[src/rtl/frame_mon_pkg.sv]
package frame_mon_pkg;

    localparam int KIND_W = 2;

    typedef enum logic [KIND_W-1:0] {
        BT_OPEN  = 2'b00,
        BT_BODY  = 2'b01,
        BT_CLOSE = 2'b10,
        BT_RSVD  = 2'b11
    } beat_e;

    typedef enum logic {
        ST_IDLE = 1'b0,
        ST_OPEN = 1'b1
    } frame_state_e;

    typedef struct packed {
        logic start;
        logic orphan;
        logic code;
    } viol_t;

endpackage

[src/rtl/beat_classify.sv]
module beat_classify
    import frame_mon_pkg::*;
(
    input  logic              valid,
    input  logic              busy,
    input  logic [KIND_W-1:0] kind,
    output logic              fire,
    output beat_e             beat
);

    always_comb begin
        fire = valid & ~busy;
        beat = beat_e'(kind);
    end

endmodule

[src/rtl/frame_fsm.sv]
module frame_fsm
    import frame_mon_pkg::*;
(
    input  logic  clk,
    input  logic  rst_n,
    input  logic  fire,
    input  beat_e beat,
    output viol_t viol,
    output logic  close,
    output logic  in_packet
);

    frame_state_e cur_st;
    frame_state_e nxt_st;

    // state register
    always_ff @(posedge clk) begin
        if (!rst_n) begin
            cur_st <= ST_IDLE;
        end else begin
            cur_st <= nxt_st;
        end
    end

    // transition logic
    always_comb begin
        nxt_st = cur_st;
        viol   = '0;
        close  = 1'b0;
        if (fire) begin
            unique case (cur_st)
                ST_IDLE: begin
                    unique case (beat)
                        BT_OPEN:          nxt_st = ST_OPEN;
                        BT_BODY, BT_CLOSE: viol.orphan = 1'b1;
                        BT_RSVD:          viol.code = 1'b1;
                    endcase
                end
                ST_OPEN: begin
                    unique case (beat)
                        BT_OPEN:  viol.start = 1'b1;
                        BT_BODY:  nxt_st = ST_OPEN;
                        BT_CLOSE: begin
                            nxt_st = ST_IDLE;
                            close  = 1'b1;
                        end
                        BT_RSVD:  viol.code = 1'b1;
                    endcase
                end
            endcase
        end
    end

    // outputs
    always_comb begin
        in_packet = (cur_st == ST_OPEN);
    end

endmodule

[src/rtl/err_flags.sv]
module err_flags
    import frame_mon_pkg::*;
(
    input  logic  clk,
    input  logic  rst_n,
    input  logic  clr,
    input  viol_t viol,
    output viol_t flags,
    output logic  pulse
);

    always_ff @(posedge clk) begin
        if (!rst_n) begin
            flags <= '0;
            pulse <= 1'b0;
        end else begin
            flags <= (clr ? viol_t'('0) : flags) | viol;
            pulse <= |viol;
        end
    end

endmodule

[src/rtl/pkt_counter.sv]
module pkt_counter #(
    parameter int CNT_W = 16
) (
    input  logic             clk,
    input  logic             rst_n,
    input  logic             inc,
    output logic [CNT_W-1:0] count
);

    localparam logic [CNT_W-1:0] ONE = CNT_W'(1);

    always_ff @(posedge clk) begin
        if (!rst_n) begin
            count <= '0;
        end else if (inc) begin
            count <= count + ONE;
        end
    end

endmodule

[src/rtl/pkt_frame_mon.sv]
module pkt_frame_mon
    import frame_mon_pkg::*;
#(
    parameter int CNT_W = 16
) (
    input  logic             clk,
    input  logic             rst_n,
    input  logic             valid,
    input  logic             busy,
    input  logic [1:0]       kind,
    input  logic             clr_err,
    output logic             in_packet,
    output logic             err_start,
    output logic             err_orphan,
    output logic             err_code,
    output logic             err_pulse,
    output logic [CNT_W-1:0] pkt_count
);

    logic  fire;
    beat_e beat;
    viol_t viol;
    viol_t flags;
    logic  close;

    beat_classify u_cls (
        .valid (valid),
        .busy  (busy),
        .kind  (kind),
        .fire  (fire),
        .beat  (beat)
    );

    frame_fsm u_fsm (
        .clk       (clk),
        .rst_n     (rst_n),
        .fire      (fire),
        .beat      (beat),
        .viol      (viol),
        .close     (close),
        .in_packet (in_packet)
    );

    err_flags u_err (
        .clk   (clk),
        .rst_n (rst_n),
        .clr   (clr_err),
        .viol  (viol),
        .flags (flags),
        .pulse (err_pulse)
    );

    pkt_counter #(.CNT_W(CNT_W)) u_cnt (
        .clk   (clk),
        .rst_n (rst_n),
        .inc   (close),
        .count (pkt_count)
    );

    always_comb begin
        err_start  = flags.start;
        err_orphan = flags.orphan;
        err_code   = flags.code;
    end

endmodule

[config.mk]
export PLATFORM = sky130hd
export DESIGN_NAME = pkt_frame_mon
export DESIGN_NICKNAME = d
export VERILOG_FILES = /design/src/rtl/frame_mon_pkg.sv /design/src/rtl/beat_classify.sv /design/src/rtl/frame_fsm.sv /design/src/rtl/err_flags.sv /design/src/rtl/pkt_counter.sv /design/src/rtl/pkt_frame_mon.sv
export SDC_FILE = /design/constraint.sdc
export NUM_CORES = 1
export LEC_CHECK = 0
export CAP_MARGIN = 20
export CORE_MARGIN = 2
export CORE_UTILIZATION = 42
export DETAILED_ROUTE_END_ITERATION = 12
export GPL_ROUTABILITY_DRIVEN = 0
export PLACE_DENSITY = 0.79
export SYNTH_ARGS = -nofsm -noshare
export SYNTH_HDL_FRONTEND = slang
export SYNTH_HIERARCHICAL = 1
export SYNTH_SLANG_ARGS = --single-unit
export TNS_END_PERCENT = 10
[constraint.sdc]
create_clock -name clk -period 2.2 [get_ports clk]
set_clock_uncertainty 0.1 [all_clocks]
set_input_delay 0.44 -clock clk [delete_from_list [all_inputs] [get_ports clk]]
set_output_delay 0.44 -clock clk [all_outputs]
set_load 0.005 [all_outputs]
# After elaboration in Yosys (flattened, before gate mapping)
# Cells that the tools add are included.
totals:
  ff_bits: 21
  in_bits: 7
  output_inout_bits: 21
  elab_cells: 29
classes:
  addsub: 1
  eq_ne: 3
  muxes: 12
  bitwise: 4
  reduce_logical: 3
ops:
  columns: ["operator", "count"]
  rows:
  - ["adder 16 x 1 -> 16 bit, second input constant", 1]
  - ["two-way mux 1 bit", 9]
  - ["two-way mux 3 bit", 2]
  - ["== test 2 bit, second input constant", 2]
  - ["OR 3 bit", 1]
  - ["OR reduction 3 bit", 1]
  - ["== test 2 x 1 -> 1 bit, second input constant", 1]
  - ["logical NOT 2 bit", 1]
  - ["inverter 1 bit", 2]
  - ["case mux 1 bit (2 select lines)", 1]
  - ["OR reduction 2 bit", 1]
  - ["bitwise AND 1 bit", 1]

# Longest topological paths before layout
depth:
  word_depth: 6
  ltp_mapped: 8

# Modules after synthesis
# The synthesis kept the hierarchy.
modules_own_cells:
  columns: ["module", "instances", "cells_per_inst", "area_per_inst_um2"]
  rows:
  - ["pkt_counter", 1, 83, 744.5]
  - ["err_flags", 1, 11, 130.1]
  - ["frame_fsm", 1, 14, 118.9]
  - ["beat_classify", 1, 3, 28.8]

# Least setup slack after synthesis
# Ideal clock, no wire load.
synth_path:
  path_kind: "in2reg"
  start: "in kind[0]"
  end: "reg u_cnt.count[13]"
  setup_time_ns: 0.070
  t_arrival_ns: 1.919
  t_required_ns: 2.030
  slack_ns: 0.111
  stages: 8
  n_path_buf: 1
  path_cell_list: "buf_4 inv_1 ha_1 and3_2 nand4_4 nor4_4 or3b_1 a21oi_1"
synth_between:
  elab_chain_cells: 4
synth_rtl:
  columns: ["element", "line", "source"]
  rows:
  - ["start: declaration", "pkt_frame_mon.sv:10", "input logic [1:0] kind,"]
  - ["== test 2 bit", "frame_fsm.sv:40", "unique case (beat)"]
  - ["two-way mux 1 bit", "frame_fsm.sv:40", null]
  - ["two-way mux 1 bit", "frame_fsm.sv:31", "unique case (cur_st)"]
  - ["two-way mux 1 bit", "frame_fsm.sv:30", "if (fire) begin"]
  - ["via close", "pkt_frame_mon.sv:24", "logic close;"]
  - ["end signal: assignment", "pkt_counter.sv:16", "count <= count + ONE;"]
  - ["end: declaration", "pkt_counter.sv:7", "output logic [CNT_W-1:0] count"]
# The timed path passes the listed nets, and every way through them passes these cells.
# A chain may end at the register's enable or synchronous reset.

# Worst setup path after layout
# Same ends and word-level chain as after synthesis.

==> results.json <==
{
  "grt_pass1_wl_um": 3570,
  "rsz0062_at_grt": "false",
  "die_h_um": 53.3,
  "initial_core_util_pct": 45.3,
  "use_met2_pct": 30.0,
  "io_pins": 28,
  "cp_data_arrival_time_ns": 2.21,
  "timing.hold.ws_ns": 0.387,
  "cts_root_buf": "clkbuf_4",
  "grt_overflow_total": 0,
  "first_pass_iters": 2,
  "pre_cts_slack_ns": -0.205,
  "period_share_pct": 94.2,
  "dp_hpwl_um": 1660,
  "syn_inst": 111,
  "holdBufCountCts": 0,
  "die_w_um": 53.3,
  "num_rows": 17,
  "grt_use_total_pct": 17.3,
  "crit_type": "in -> reg",
  "grt_pass1_vias": 821,
  "antenna_found_initial": 0,
  "slowest_delay_ns": 0.42,
  "mappedNetlistArea_um2": 1020,
  "drt_iter0_drc": 7,
  "crit_chain": "clkdlybuf4s50_1 > inv_1 > ha_1 > and3_2 > nand4_4 > nor4_4 > or3b_1 > a21oi_1",
  "cp_slowest_cell": "clkdlybuf4s50_1",
  "finalHoldViolCount": 0,
  "maxCapViolCount": 0,
  "ir_drop_v": 0.000279,
  "reg2reg_depth": 4,
  "wl_per_cell_um": 12.3,
  "cts_sinks": 21,
  "drcViolationCount": 0,
  "fmax_mhz": 482,
  "fin_ws_ns": 0.127,
  "ys_seq_elements": 21,
  "synth_cell_types": 32,
  "cts_tree": "done",
  "nets": 158,
  "hp-class": "reg -> reg",
  "relSlewSlack_pct": 70.4,
  "busiest_layer": "met2",
  "ant_nets": 0,
  "grt_util_met1_pct": 20.5,
  "required_ns": 2.34,
  "clk_pin_slew_ns": 0.12,
  "n_fill_cell": 209,
  "cts_buffers": 3,
  "start_kind": "primary input",
  "hold_depth": 2,
  "regArea_um2": 420,
  "powerDensity_nw_per_um2": 445,
  "diodes": 0,
  "finalWirelength_um": 2130,
  "multi_input_area_um2": 557,
  "post_drt_via_cell_ratio": 5.06,
  "synth-seq-area-share_pct": 41.1,
  "crit_fanout": 3,
  "cts_setup_buffers": 0,
  "end_kind": "register",
  "clk_latency_ns": 0.30,
  "cts_resized": 0,
  "vias": 881,
  "area_growth_pct": 36.2,
  "portBuffers": 27,
  "p_leak_nw": 0.541,
  "drive_above_1_share_pct": 14.4,
  "status": "finished clean",
  "global_route.usage.met3_pct": 3.67,
  "core_um2": 2250,
  "min_period_ns": 2.07,
  "setup_viol": 0,
  "cts.path.max_buffers": 2,
  "synth_nets": 122,
  "syn_area_per_cell_um2": 9.21,
  "htree_levels": 1,
  "slew_viol_final": 0,
  "tightest_slew_ns": 0.444,
  "grt_max_degree": 14,
  "yosysWarnings": 6,
  "die_area_um2": 2840
}
-- metal layers --
layer  wire length (um)  up-vias
met3                 94        2
met5                  0        -
met1                934      409
met2               1090       24
met4                 16        0
li1                   -      446
-- where the power goes --
part | switching (mW) | internal (mW) | total, mW
sequential | 0.00222 | 0.383 | 0.386
clock | 0.118 | 0.0678 | 0.186
combinational | 0.0197 | 0.0287 | 0.0484
-- state kept, by name (all words and copies together) (netlist names), named ones only --
name,cells
u_cnt/count,16
u_err/flags,3
u_err/pulse,1
-- Yosys cell counts, drive strengths merged --
master  instances  share of area [%]
o211a           1               0.98
clkbuf          2               0.73
nor2b           5                3.8
a21oi           2               0.98
nand2b          2                1.2
nor2           13                4.8
o21ai           1               0.49
nor4            4                3.9
nand2          11                4.0
mux2i           4                3.9
nor4b           1               0.86
o31a            1               0.86
ha              4                4.9
or3             1               0.73
dfxtp          21                 41
nor3            3                1.5
o21a            3                2.2
nand3b          1               0.73
buf             2                1.5
o41ai           1               0.86
and3            3                2.2
inv             6                2.2
nand4           3                3.3
xor2            4                3.4
nand3           3                1.5
or2             1               0.61
and2            1               0.73
or3b            1               0.86
xnor2           6                5.1
-- worst paths after layout --
kind                   start              end  slack [ns]
max                  kind[0]  u_cnt/count[13]        0.13
min          u_cnt/count[14]  u_cnt/count[14]        0.39
max reg2reg   u_cnt/count[3]  u_cnt/count[13]        0.41
min reg2reg  u_cnt/count[14]  u_cnt/count[14]        0.39
-- cells in the final DEF, fill, tap and decap left out, drive strengths merged, types with 4 or more instances in the layout --
| cell type | Yosys | final |
|---|---|---|
| buf | 2 | 8 |
| nor2 | 13 | 13 |
| nor2b | 5 | 5 |
| clkdlybuf4s50 | 0 | 27 |
| ha | 4 | 4 |
| inv | 6 | 6 |
| mux2i | 4 | 4 |
| nor4 | 4 | 4 |
| xor2 | 4 | 4 |
| xnor2 | 6 | 6 |
| nand2 | 11 | 11 |
| dfxtp | 21 | 21 |
-- per-stage QoR --
stage                     util (%)  cells  TNS (ns)  area, um^2  power, mW
after floorplan                  -    111         0        1020      0.414
after global placement        60.5    170    -0.349        1370      0.441
after detailed placement      60.5    170    -0.830        1370      0.443
after CTS                     61.8    174         0        1390      0.627
after global routing          61.8    174         0        1390      0.653
final                         61.8    174         0        1390      0.620
-- kinds of logic after synthesis --
group / count (synthesis) / share of synthesized area [%]
flops: 21 / 41.1
simple gates: 53 / 30.7
fa+ha+maj: 4 / 4.90
compound gates: 9 / 6.36
buf+inv: 10 / 4.41
xor+xnor: 10 / 8.57
mux: 4 / 3.92
-- final cells by class --
class	instances	share of cell area [%]
Timing Repair Buffer	35	23.7
Clock buffer	3	1.62
Tap cell	28	2.52
Inverter	6	1.62
Clock inverter	1	0.359
Sequential cell	21	30.2
Multi-Input combinational cell	80	40.0
-- critical path: cells and delay by family --
kind / cells / cell delay (ns)
AOI/OAI and AO/OA: 1 / 0.16
and+or+nand+nor: 4 / 0.97
buffers and inverters: 2 / 0.50
adders and majority gates: 1 / 0.14
Note: power is estimated with default switching activity, not from simulation.
